<file path="src/rtl/dma_pkg.sv">
package dma_pkg;
    parameter int ADDR_W = 16;
    parameter int CNT_W  = 12;
    parameter int DATA_W = 32;
    localparam int BPW   = DATA_W / 8;

    typedef logic [ADDR_W-1:0] addr_t;
    typedef logic [CNT_W-1:0]  cnt_t;
    typedef logic [DATA_W-1:0] word_t;

    // Descriptor layout, most significant field first
    typedef struct packed {
        logic  own;    // handed to the channel (valid / ready)
        logic  wrap;   // next fetch goes to entry zero
        logic  last;   // ends a buffer-chaining run
        logic  dseen;  // external done hit this buffer (auto-buffer)
        logic  abrt;   // external done hit this buffer (buffer-chaining)
        addr_t src;
        addr_t dst;
        cnt_t  cnt;
    } bd_t;

    localparam int BD_W = $bits(bd_t);

    typedef enum logic [2:0] {
        ST_IDLE      = 3'd0,
        ST_FETCH_BD  = 3'd1,
        ST_XFER      = 3'd2,
        ST_WRITEBACK = 3'd3,
        ST_SUSPENDED = 3'd4,
        ST_STOPPED   = 3'd5
    } chan_st_e;

    typedef enum logic {PH_RD = 1'b0, PH_WR = 1'b1} beat_ph_e;

    // Descriptor image stored when a buffer is closed
    function automatic bd_t bd_close(bd_t b, cnt_t left, logic by_ext, logic chain);
        bd_t r;
        r       = b;
        r.own   = 1'b0;
        r.cnt   = left;
        r.dseen = b.dseen | (by_ext & ~chain);
        r.abrt  = b.abrt  | (by_ext &  chain);
        return r;
    endfunction
endpackage

</file>
<file path="src/rtl/dma_bd_mem.sv">
module dma_bd_mem
    import dma_pkg::*;
#(
    parameter int DEPTH = 8,
    localparam int IDX_W = $clog2(DEPTH)
) (
    input  logic             clk,
    input  logic             rst,
    input  logic             sw_we,
    input  logic [IDX_W-1:0] sw_waddr,
    input  bd_t              sw_wdata,
    input  logic [IDX_W-1:0] sw_raddr,
    output bd_t              sw_rdata,
    input  logic [IDX_W-1:0] ch_raddr,
    output bd_t              ch_rdata,
    input  logic             ch_we,
    input  logic [IDX_W-1:0] ch_waddr,
    input  bd_t              ch_wdata
);
    bd_t store [DEPTH];

    always_ff @(posedge clk) begin
        if (rst) begin
            for (int i = 0; i < DEPTH; i++) store[i] <= '0;
        end else begin
            if (sw_we) store[sw_waddr] <= sw_wdata;
            // channel write-back wins on a shared index
            if (ch_we) store[ch_waddr] <= ch_wdata;
        end
    end

    assign sw_rdata = store[sw_raddr];
    assign ch_rdata = store[ch_raddr];
endmodule

</file>
<file path="src/rtl/dma_status.sv">
module dma_status #(
    parameter int NSRC = 2
) (
    input  logic            clk,
    input  logic            rst,
    input  logic [NSRC-1:0] set_evt,
    input  logic            w1c_we,
    input  logic [NSRC-1:0] w1c,
    input  logic            mask_we,
    input  logic [NSRC-1:0] mask_w,
    output logic [NSRC-1:0] flags,
    output logic            irq
);
    logic [NSRC-1:0] mask_q;
    logic [NSRC-1:0] hit;

    always_ff @(posedge clk) begin
        if (rst)          mask_q <= '0;
        else if (mask_we) mask_q <= mask_w;
    end

    for (genvar g = 0; g < NSRC; g++) begin : g_flag
        logic f_q;
        always_ff @(posedge clk) begin
            if (rst)                    f_q <= 1'b0;
            else if (set_evt[g])        f_q <= 1'b1;
            else if (w1c_we && w1c[g])  f_q <= 1'b0;
        end
        assign flags[g] = f_q;
        assign hit[g]   = f_q & mask_q[g];
    end

    assign irq = |hit;
endmodule

</file>
<file path="src/rtl/dma_chan_fsm.sv">
module dma_chan_fsm
    import dma_pkg::*;
#(
    parameter int DEPTH = 8,
    localparam int IDX_W = $clog2(DEPTH)
) (
    input  logic             clk,
    input  logic             rst,
    input  logic             mode_we,
    input  logic             mode_start_w,
    input  logic             mode_rst_w,
    input  logic             mode_chain_w,
    input  logic             init_cmd,
    input  logic             ext_done,
    // descriptor store
    output logic [IDX_W-1:0] bd_idx,
    input  bd_t              bd_rd,
    output logic             bd_we,
    output bd_t              bd_wd,
    // memory port
    output logic             mem_req,
    output logic             mem_wr,
    output addr_t            mem_addr,
    output word_t            mem_wdata,
    input  logic             mem_gnt,
    input  word_t            mem_rdata,
    // events and visible state
    output logic             ev_done,
    output logic             ev_oob,
    output logic             start_o,
    output logic             rst_o,
    output chan_st_e         state_o
);
    localparam cnt_t  CNT_STEP  = cnt_t'(BPW);
    localparam addr_t ADDR_STEP = addr_t'(BPW);

    chan_st_e         st_q;
    beat_ph_e         ph_q;
    logic             start_q, rst_q, chain_q, ext_q;
    logic [IDX_W-1:0] idx_q, idx_nxt;
    bd_t              cur_q;
    addr_t            src_q, dst_q;
    cnt_t             cnt_q;
    word_t            buf_q;
    logic             do_init, beat_done, last_beat, chain_end;

    assign do_init   = init_cmd && rst_q;
    assign beat_done = (st_q == ST_XFER) && (ph_q == PH_WR) && mem_gnt;
    assign last_beat = beat_done && (cnt_q == CNT_STEP);
    assign chain_end = chain_q && cur_q.last;

    always_comb begin
        if (cur_q.wrap || idx_q == IDX_W'(DEPTH-1)) idx_nxt = '0;
        else                                        idx_nxt = idx_q + 1'b1;
    end

    always_ff @(posedge clk) begin
        if (rst) begin
            st_q    <= ST_IDLE;
            ph_q    <= PH_RD;
            start_q <= 1'b0;
            rst_q   <= 1'b0;
            chain_q <= 1'b0;
            ext_q   <= 1'b0;
            idx_q   <= '0;
            cur_q   <= '0;
            src_q   <= '0;
            dst_q   <= '0;
            cnt_q   <= '0;
            buf_q   <= '0;
        end else begin
            if (do_init) begin
                st_q    <= ST_IDLE;
                ph_q    <= PH_RD;
                idx_q   <= '0;
                start_q <= 1'b0;
                rst_q   <= 1'b0;
            end else begin
                unique case (st_q)
                    ST_IDLE: begin
                        if (start_q) st_q <= ST_FETCH_BD;
                    end
                    ST_FETCH_BD: begin
                        cur_q <= bd_rd;
                        src_q <= bd_rd.src;
                        dst_q <= bd_rd.dst;
                        cnt_q <= bd_rd.cnt;
                        ph_q  <= PH_RD;
                        ext_q <= 1'b0;
                        if (!bd_rd.own) begin
                            st_q    <= ST_STOPPED;
                            start_q <= 1'b0;
                        end else if (bd_rd.cnt == '0) begin
                            st_q <= ST_WRITEBACK;
                        end else begin
                            st_q <= ST_XFER;
                        end
                    end
                    ST_XFER: begin
                        if (mem_gnt && mem_req) begin
                            if (ph_q == PH_RD) begin
                                buf_q <= mem_rdata;
                                ph_q  <= PH_WR;
                            end else begin
                                src_q <= src_q + ADDR_STEP;
                                dst_q <= dst_q + ADDR_STEP;
                                cnt_q <= cnt_q - CNT_STEP;
                                ph_q  <= PH_RD;
                            end
                        end
                        if (ext_done) begin
                            ext_q <= 1'b1;
                            st_q  <= ST_WRITEBACK;
                        end else if (last_beat) begin
                            st_q <= ST_WRITEBACK;
                        end else if (ph_q == PH_RD && !start_q) begin
                            st_q <= ST_SUSPENDED;
                        end
                    end
                    ST_WRITEBACK: begin
                        if (ext_q) begin
                            st_q    <= ST_STOPPED;
                            start_q <= 1'b0;
                            if (chain_q) rst_q <= 1'b1;
                        end else if (chain_end) begin
                            st_q    <= ST_STOPPED;
                            start_q <= 1'b0;
                        end else begin
                            idx_q <= idx_nxt;
                            st_q  <= ST_FETCH_BD;
                        end
                    end
                    ST_SUSPENDED: begin
                        if (start_q) st_q <= ST_XFER;
                    end
                    ST_STOPPED: begin
                        st_q <= ST_STOPPED;
                    end
                    default: st_q <= ST_IDLE;
                endcase
            end
            // a software write to the mode register wins over the channel
            if (mode_we) begin
                start_q <= mode_start_w;
                rst_q   <= mode_rst_w;
                chain_q <= mode_chain_w;
            end
        end
    end

    // memory port
    assign mem_req   = (st_q == ST_XFER) && ((ph_q == PH_WR) || start_q);
    assign mem_wr    = (ph_q == PH_WR);
    assign mem_addr  = (ph_q == PH_WR) ? dst_q : src_q;
    assign mem_wdata = buf_q;

    // descriptor write-back
    assign bd_idx = idx_q;
    assign bd_we  = (st_q == ST_WRITEBACK) && !do_init;
    assign bd_wd  = bd_close(cur_q, cnt_q, ext_q, chain_q);

    // status events
    assign ev_done = bd_we && (ext_q || chain_end);
    assign ev_oob  = (st_q == ST_FETCH_BD) && !bd_rd.own && !do_init;

    assign start_o = start_q;
    assign rst_o   = rst_q;
    assign state_o = st_q;
endmodule

</file>
<file path="src/rtl/dma_bd_chan.sv">
module dma_bd_chan
    import dma_pkg::*;
#(
    parameter int BD_DEPTH = 8,
    localparam int IDX_W = $clog2(BD_DEPTH)
) (
    input  logic              clk,
    input  logic              rst,
    input  logic              mode_we,
    input  logic              mode_start_w,
    input  logic              mode_rst_w,
    input  logic              mode_chain_w,
    input  logic              init_cmd,
    input  logic              imask_we,
    input  logic [1:0]        imask_w,
    input  logic              stat_w1c_we,
    input  logic [1:0]        stat_w1c,
    input  logic              bd_sw_we,
    input  logic [IDX_W-1:0]  bd_sw_addr,
    input  logic [BD_W-1:0]   bd_sw_wdata,
    input  logic [IDX_W-1:0]  bd_sw_raddr,
    output logic [BD_W-1:0]   bd_sw_rdata,
    input  logic              ext_done,
    output logic              mem_req,
    output logic              mem_wr,
    output logic [ADDR_W-1:0] mem_addr,
    output logic [DATA_W-1:0] mem_wdata,
    input  logic              mem_gnt,
    input  logic [DATA_W-1:0] mem_rdata,
    output logic              mode_start,
    output logic              mode_rst,
    output logic              stat_done,
    output logic              stat_oob,
    output logic              irq,
    output logic [2:0]        chan_state
);
    logic [IDX_W-1:0] ch_idx;
    bd_t              ch_rd, ch_wd, sw_rd;
    logic             ch_we, ev_done, ev_oob;
    logic [1:0]       flags;
    chan_st_e         st;

    dma_bd_mem #(.DEPTH(BD_DEPTH)) u_mem (
        .clk      (clk),
        .rst      (rst),
        .sw_we    (bd_sw_we),
        .sw_waddr (bd_sw_addr),
        .sw_wdata (bd_t'(bd_sw_wdata)),
        .sw_raddr (bd_sw_raddr),
        .sw_rdata (sw_rd),
        .ch_raddr (ch_idx),
        .ch_rdata (ch_rd),
        .ch_we    (ch_we),
        .ch_waddr (ch_idx),
        .ch_wdata (ch_wd)
    );

    dma_chan_fsm #(.DEPTH(BD_DEPTH)) u_fsm (
        .clk          (clk),
        .rst          (rst),
        .mode_we      (mode_we),
        .mode_start_w (mode_start_w),
        .mode_rst_w   (mode_rst_w),
        .mode_chain_w (mode_chain_w),
        .init_cmd     (init_cmd),
        .ext_done     (ext_done),
        .bd_idx       (ch_idx),
        .bd_rd        (ch_rd),
        .bd_we        (ch_we),
        .bd_wd        (ch_wd),
        .mem_req      (mem_req),
        .mem_wr       (mem_wr),
        .mem_addr     (mem_addr),
        .mem_wdata    (mem_wdata),
        .mem_gnt      (mem_gnt),
        .mem_rdata    (mem_rdata),
        .ev_done      (ev_done),
        .ev_oob       (ev_oob),
        .start_o      (mode_start),
        .rst_o        (mode_rst),
        .state_o      (st)
    );

    dma_status #(.NSRC(2)) u_stat (
        .clk     (clk),
        .rst     (rst),
        .set_evt ({ev_oob, ev_done}),
        .w1c_we  (stat_w1c_we),
        .w1c     (stat_w1c),
        .mask_we (imask_we),
        .mask_w  (imask_w),
        .flags   (flags),
        .irq     (irq)
    );

    assign bd_sw_rdata = sw_rd;
    assign stat_done   = flags[0];
    assign stat_oob    = flags[1];
    assign chan_state  = st;
endmodule

</file>
<file path="config.mk">
export PLATFORM = sky130hd
export DESIGN_NAME = dma_bd_chan
export DESIGN_NICKNAME = d
export VERILOG_FILES = /design/src/rtl/dma_pkg.sv /design/src/rtl/dma_bd_mem.sv /design/src/rtl/dma_status.sv /design/src/rtl/dma_chan_fsm.sv /design/src/rtl/dma_bd_chan.sv
export SDC_FILE = /design/constraint.sdc
export NUM_CORES = 1
export LEC_CHECK = 0
export ABC_AREA = 1
export BUFFER_PORTS_ARGS = -buffer_cell sky130_fd_sc_hd__buf_2
export CAP_MARGIN = 20
export CORE_MARGIN = 4
export CORE_UTILIZATION = 25
export CTS_BUF_LIST = sky130_fd_sc_hd__clkbuf_2 sky130_fd_sc_hd__clkbuf_4 sky130_fd_sc_hd__clkbuf_8
export DETAILED_ROUTE_END_ITERATION = 8
export HOLD_SLACK_MARGIN = 0.15
export PLACE_DENSITY = 0.46
export SLEW_MARGIN = 5
export SYNTH_ARGS = -nofsm -noshare
export SYNTH_HDL_FRONTEND = slang
export SYNTH_SLANG_ARGS = --single-unit
</file>
<file path="constraint.sdc">
create_clock -name clk -period 3.4 [get_ports clk]
set_input_delay 0.68 -clock clk [delete_from_list [all_inputs] [get_ports clk]]
set_output_delay 0.68 -clock clk [all_outputs]
set_load 0.05 [all_outputs]
</file>
### After elaboration in Yosys (flattened, before gate mapping)

Memories as Yosys holds them, arrays and structs flattened. A register that Yosys moved wholly into a read port is not among the register bits.
Cells that the tools add are included.

* logic and storage cells: 150
* input port bits: 103
* memories kept: 1
* RAM bits: 392
* register bits: 127
* output and inout port bits: 107

* muxes and demuxes: 57
* equal/unequal tests: 15
* add/sub/neg operators: 4
* bitwise logic cells: 11
* reduce and logical (&&, ||, !) cells: 42

Memories
* u_mem.store: words 8, bits a word 49, read ports 2, clocked after Yosys merged registers in 1, write ports 8, RTL line dma_bd_mem.sv:20 `bd_t store [DEPTH];`

Operators by type and width (count)
* 49-bit 2-to-1 mux: 2
* 49-bit OR reduction: 2
* 16-bit 2-to-1 mux: 5
* 16-bit case mux with 2 select lines: 2
* 3-bit 2-to-1 mux: 13
* 16-bit by 3-bit adder with 16-bit output, second input constant: 2
* 1-bit 2-to-1 mux: 28
* 12-bit 2-to-1 mux: 2
* 12-bit case mux with 2 select lines: 1
* 3-bit case mux with 6 select lines: 1
* 3-bit AND reduction: 5
* 1-bit logical AND: 14
* 12-bit by 3-bit == test with 1-bit output, second input constant: 1
* 12-bit zero test: 1
* 12-bit by 3-bit subtractor with 12-bit output, second input constant: 1
* 3-bit == test, second input constant: 3
* 3-bit nonzero test: 3
* 4-bit AND reduction: 2
* 3-bit by 2-bit == test with 1-bit output, second input constant: 2
* 2-bit by 1-bit != test with 1-bit output, second input constant: 3
* 1-bit case mux with 2 select lines: 3
* 2-bit nonzero test: 3
* 5-bit by 2-bit != test with 1-bit output, second input constant: 1
* 1-bit inverter: 5
* other kinds (13): 24

### Depth between registers and ports, before layout

* depth after elaboration: 8
* mapped depth: 13
* mapped depth without buffers: 11

### By module

From an unflattened synthesis, not the netlist that was laid out.

* cell total of the unflattened synthesis: 4990
* area total of the unflattened synthesis: 33096.7 µm²

By module, submodules not included
* dma_bd_mem: cells each 4057, area each 26791.9 µm², times used 1
* dma_chan_fsm: cells each 909, area each 6137.1 µm², times used 1
* dma_status: cells each 24, area each 167.7 µm², times used 1

### Least setup slack after synthesis

Ideal clock, no wire load.

* path type: register to register
* start point: register u_fsm.rst_q (netlist: u_fsm.rst_o)
* end point: memory u_mem.store[4][0] (netlist name), enable pin
* path buffers: 1
* cell stages (with the launch flop): 9
* required time: 2.693 ns
* arrival time: 2.730 ns
* path slack: -0.037 ns
* cells stage by stage: dfxtp_1 > nand2_1 > nand2_4 > nor2_2 > nand2_1 > nor2_1 > inv_1 > clkbuf_1 > nand3_1

RTL lines
* start: declaration: RTL line dma_chan_fsm.sv:39 `logic start_q, rst_q, chain_q, ext_q;`
* start signal: assignment: RTL line dma_chan_fsm.sv:145 `rst_q <= mode_rst_w;`
* end: declaration: RTL line dma_bd_mem.sv:20

### Final worst setup path

* start point: input port bd_sw_raddr[0]
* end point: output port bd_sw_rdata[24]

* word-level cells in the longest chain between the ends: 1

RTL lines
* start: declaration: RTL line dma_bd_chan.sv:21 `input logic [IDX_W-1:0] bd_sw_raddr,`
* memory read 8 x 49 bit
* end: declaration: RTL line dma_bd_chan.sv:22 `output logic [BD_W-1:0] bd_sw_rdata,`

No other way between the ends.

==> results.py <==
metrics = {
    "status": {
        "status": "finished clean",
    },
    "clock_network": {
        "cts_max_path_buffers": 3,
        "cts_tree": "done",
        "numCtsBuffers": 97,
        "h-tree-depth": 3,
        "clk-insertion-delay-late_ns": 0.76,
        "cts.sinks": 522,
        "cts_root_buf": "clkbuf_8",
        "post_cts_buffers": 0,
        "clk_pin_slew_worst_paths_ns": 0.05,
    },
    "power_and_ir_drop": {
        "ir_worst_vdd_mv": 0.234,
        "finalPower_uw": 16000,
        "leakagePower_uw": 0.0127,
        "power_density_nw_per_um2": 452,
    },
    "setup_path": {
        "cp-start-kind": "primary input",
        "rrSetupSlack_ns": 0.66,
        "crit_type": "in -> out",
        "critPathArrivalTime_ns": 2.30,
        "cp_top_family": "buffers and inverters",
        "r2r_end": "u_fsm.src_q[9]",
        "cp_slowest_cell": "buf_12",
        "crit_fanout": 25,
        "slowest_delay_ns": 0.23,
        "reg2reg_depth": 9,
        "crit_buf_inv": 5,
        "worstSetupEndpointType": "primary output",
        "required_ns": 2.72,
        "path_cells": "buf_6 -> buf_12 -> buf_4 -> o21ai_0 -> o21ai_0 -> a21oi_1 -> a31oi_1 -> buf_4 -> buf_12",
        "cp_num_cells": 9,
    },
    "yosys": {
        "seq_area_frac_synth_pct": 48.1,
        "ys_types": 42,
        "syn_nets": 3920,
        "synth_area_sq_um": 29700,
        "synth-edff-count": 384,
        "ys.flop_type": "edfxtp_1",
        "synthArstFlopShare_pct": 0,
        "synth_warnings": 0,
        "postSynthCellCount": 3811,
        "avgSynthCellArea_sq_um": 7.80,
        "synth-seq-cells": 522,
    },
    "die": {
        "die_y_microns": 353,
        "io_pins": 210,
        "die_w_microns": 353,
        "core-area_sq_um": 118000,
        "dieArea_sq_um": 125000,
        "fp-row-count": 126,
        "initial_core_util_pct": 25.2,
    },
    "min_path": {
        "hold_path.class": "in -> reg",
        "hold_depth": 3,
        "min_to": "u_stat.mask_q[0]",
        "hold_start": "imask_w[0]",
    },
    "timing": {
        "worst_pin_slew_ns": 0.996,
        "drv_slew": 0,
        "finalSetupTns_ns": 0,
        "period_minus_slack_ns": 2.98,
        "setup_viol": 0,
        "rsz0062_at_grt": "no",
        "max-slew-margin-rel_pct": 33.6,
        "skew_ns": 0.0743,
        "fin_crit_sh_pct": 87.5,
        "final_hold_viol_count": 0,
        "max_freq_mhz": 336,
    },
    "route": {
        "totalWireLength_mm": 127,
        "vias_per_cell": 5.23,
        "drt_iter0_drc": 3113,
        "drt_pass1_iterations": 6,
        "ant_nets": 0,
        "drc": 0,
        "vias": 28800,
        "avgRoutedWirePerCell_microns": 23.1,
    },
    "place": {
        "place_hpwl_mm": 78.0,
        "post_dp_cell_area_sq_um": 33500,
        "finalWeightedCongestion": 0.823,
        "io_buffers": 209,
    },
    "finish": {
        "fin_area_sq_um": 35500,
        "final_cell_mix": "o21ai_0 (902), nand3_1 (509), nand2_1 (444)",
        "syn_to_final_growth_pct": 19.3,
        "n_fill_cell": 12500,
        "drive_above_1_share_pct": 14.2,
        "nNetsFinal": 3995,
        "layout_commonest_cell": "o21ai_0",
    },
    "global_route": {
        "grt_pass1_wl_mm": 185,
        "grt_max_degree": 96,
        "grt_overflow": 0,
        "grt_pass1_vias": 27000,
        "grtUsageTotal_pct": 19.7,
        "antenna_found_initial": 18,
    },
    "job": {
        "max_cap_viol_count": 0,
    },
}
==> flip-flops by register name, indices dropped and copies added, names as in the netlist, 3 cells and up, named ones only <==
name	cells
u_fsm.bd_idx	3
u_fsm.bd_wd	34
u_fsm.cnt_q	12
u_fsm.dst_q	16
u_fsm.mem_wdata	32
u_fsm.src_q	16
u_fsm.state_o	3
u_mem.store	392
==> report_power, final <==
group	internal, uW	total (uW)	switching, uW
logic	753	2360	1610
registers	7190	7360	172
clock network	3390	6300	2910
total	11300	16000	4690
==> worst reg2reg max path: cells and delay by family (launching register included) <==
kind	cells	cell delay (ns)
buffers and inverters	2	0.75
AOI/OAI and AO/OA	4	0.97
DFF	1	0.62
and+or+nand+nor	3	0.27
==> what timing repair did <==
item	4_1_cts	5_1_grt
resized for setup	0	0
endpoints found under the hold margin	1	0
hold buffers	1	0
==> layer usage <==
layer  up-vias  global-route usage (%)  routed length (microns)
met4        14                    6.62                     3760
met3       207                    2.92                     8970
met5         -                       0                       98
met2      1215                    32.8                    60100
met1     13900                    26.1                    54500
li1      13500                       -                        -
==> area by class of cell <==
type                            count  area (sq um)  share of cell area [%]
Sequential cell                   522         14300                    40.3
Inverter                          340          1300                    3.65
Antenna cell                        7          17.5                  0.0494
Timing Repair Buffer              345          3330                    9.38
Multi-Input combinational cell   2580         12600                    35.6
Clock inverter                     24           145                   0.409
Clock buffer                      156          1820                    5.12
Tap cell                         1536          1920                    5.42
==> cell families after synthesis <==
group | synth area share [%]
AOI/OAI and AO/OA | 23.9
DFF | 48.1
buffers and inverters | 9.87
adders and majority gates | 0.252
xor gates and xnor gates | 0.118
and+or+nand+nor | 17.8
==> cell usage after synthesis, drive strengths merged (2+ instances only) <==
master    n  area (sq um)
a211oi    4          30.0
a21oi   301          1510
a221oi   10          87.6
a31oi    68           425
buf     166           872
clkbuf  203           786
clkinv    2          7.51
dfxtp   138          2760
edfxtp  384         11500
ha        6          75.1
inv     338          1270
nand2   451          1700
nand3   513          2570
nand4     9          56.3
nor2    216           833
nor3     12          65.1
o211ai   58           435
o21ai   912          4570
o22ai     4          25.0
or2       6          37.5
xor2      4          35.0
==> per-stage QoR <==
| step | util [%] | cells | setup slack, ns | hold WS, ns |
|---|---|---|---|---|
| after global routing | 30.0 | 5509 | 0.338 | 0.200 |
| final | 30.0 | 5510 | 0.425 | 0.235 |
| after detailed placement | 28.4 | 5322 | 0.421 | 0.434 |
| after global placement | 28.4 | 5322 | 0.392 | 0.430 |
| after floorplan | - | 3811 | 0.00474 | 0.447 |
| after CTS | 30.0 | 5503 | 0.355 | 0.169 |
==> worst max-delay path by stage <==
stage | endpoint | from | slack (ns)
floorplan | u_mem.store[6][0] | rst | 0.005
global placement | bd_sw_rdata[24] | bd_sw_raddr[0] | 0.39
detailed placement | bd_sw_rdata[27] | bd_sw_raddr[1] | 0.42
CTS | bd_sw_rdata[20] | u_mem.store[5][20] | 0.35
global route | bd_sw_rdata[20] | u_mem.store[5][20] | 0.34
finish | bd_sw_rdata[24] | bd_sw_raddr[0] | 0.42
Power figures use the tool's default switching activity.
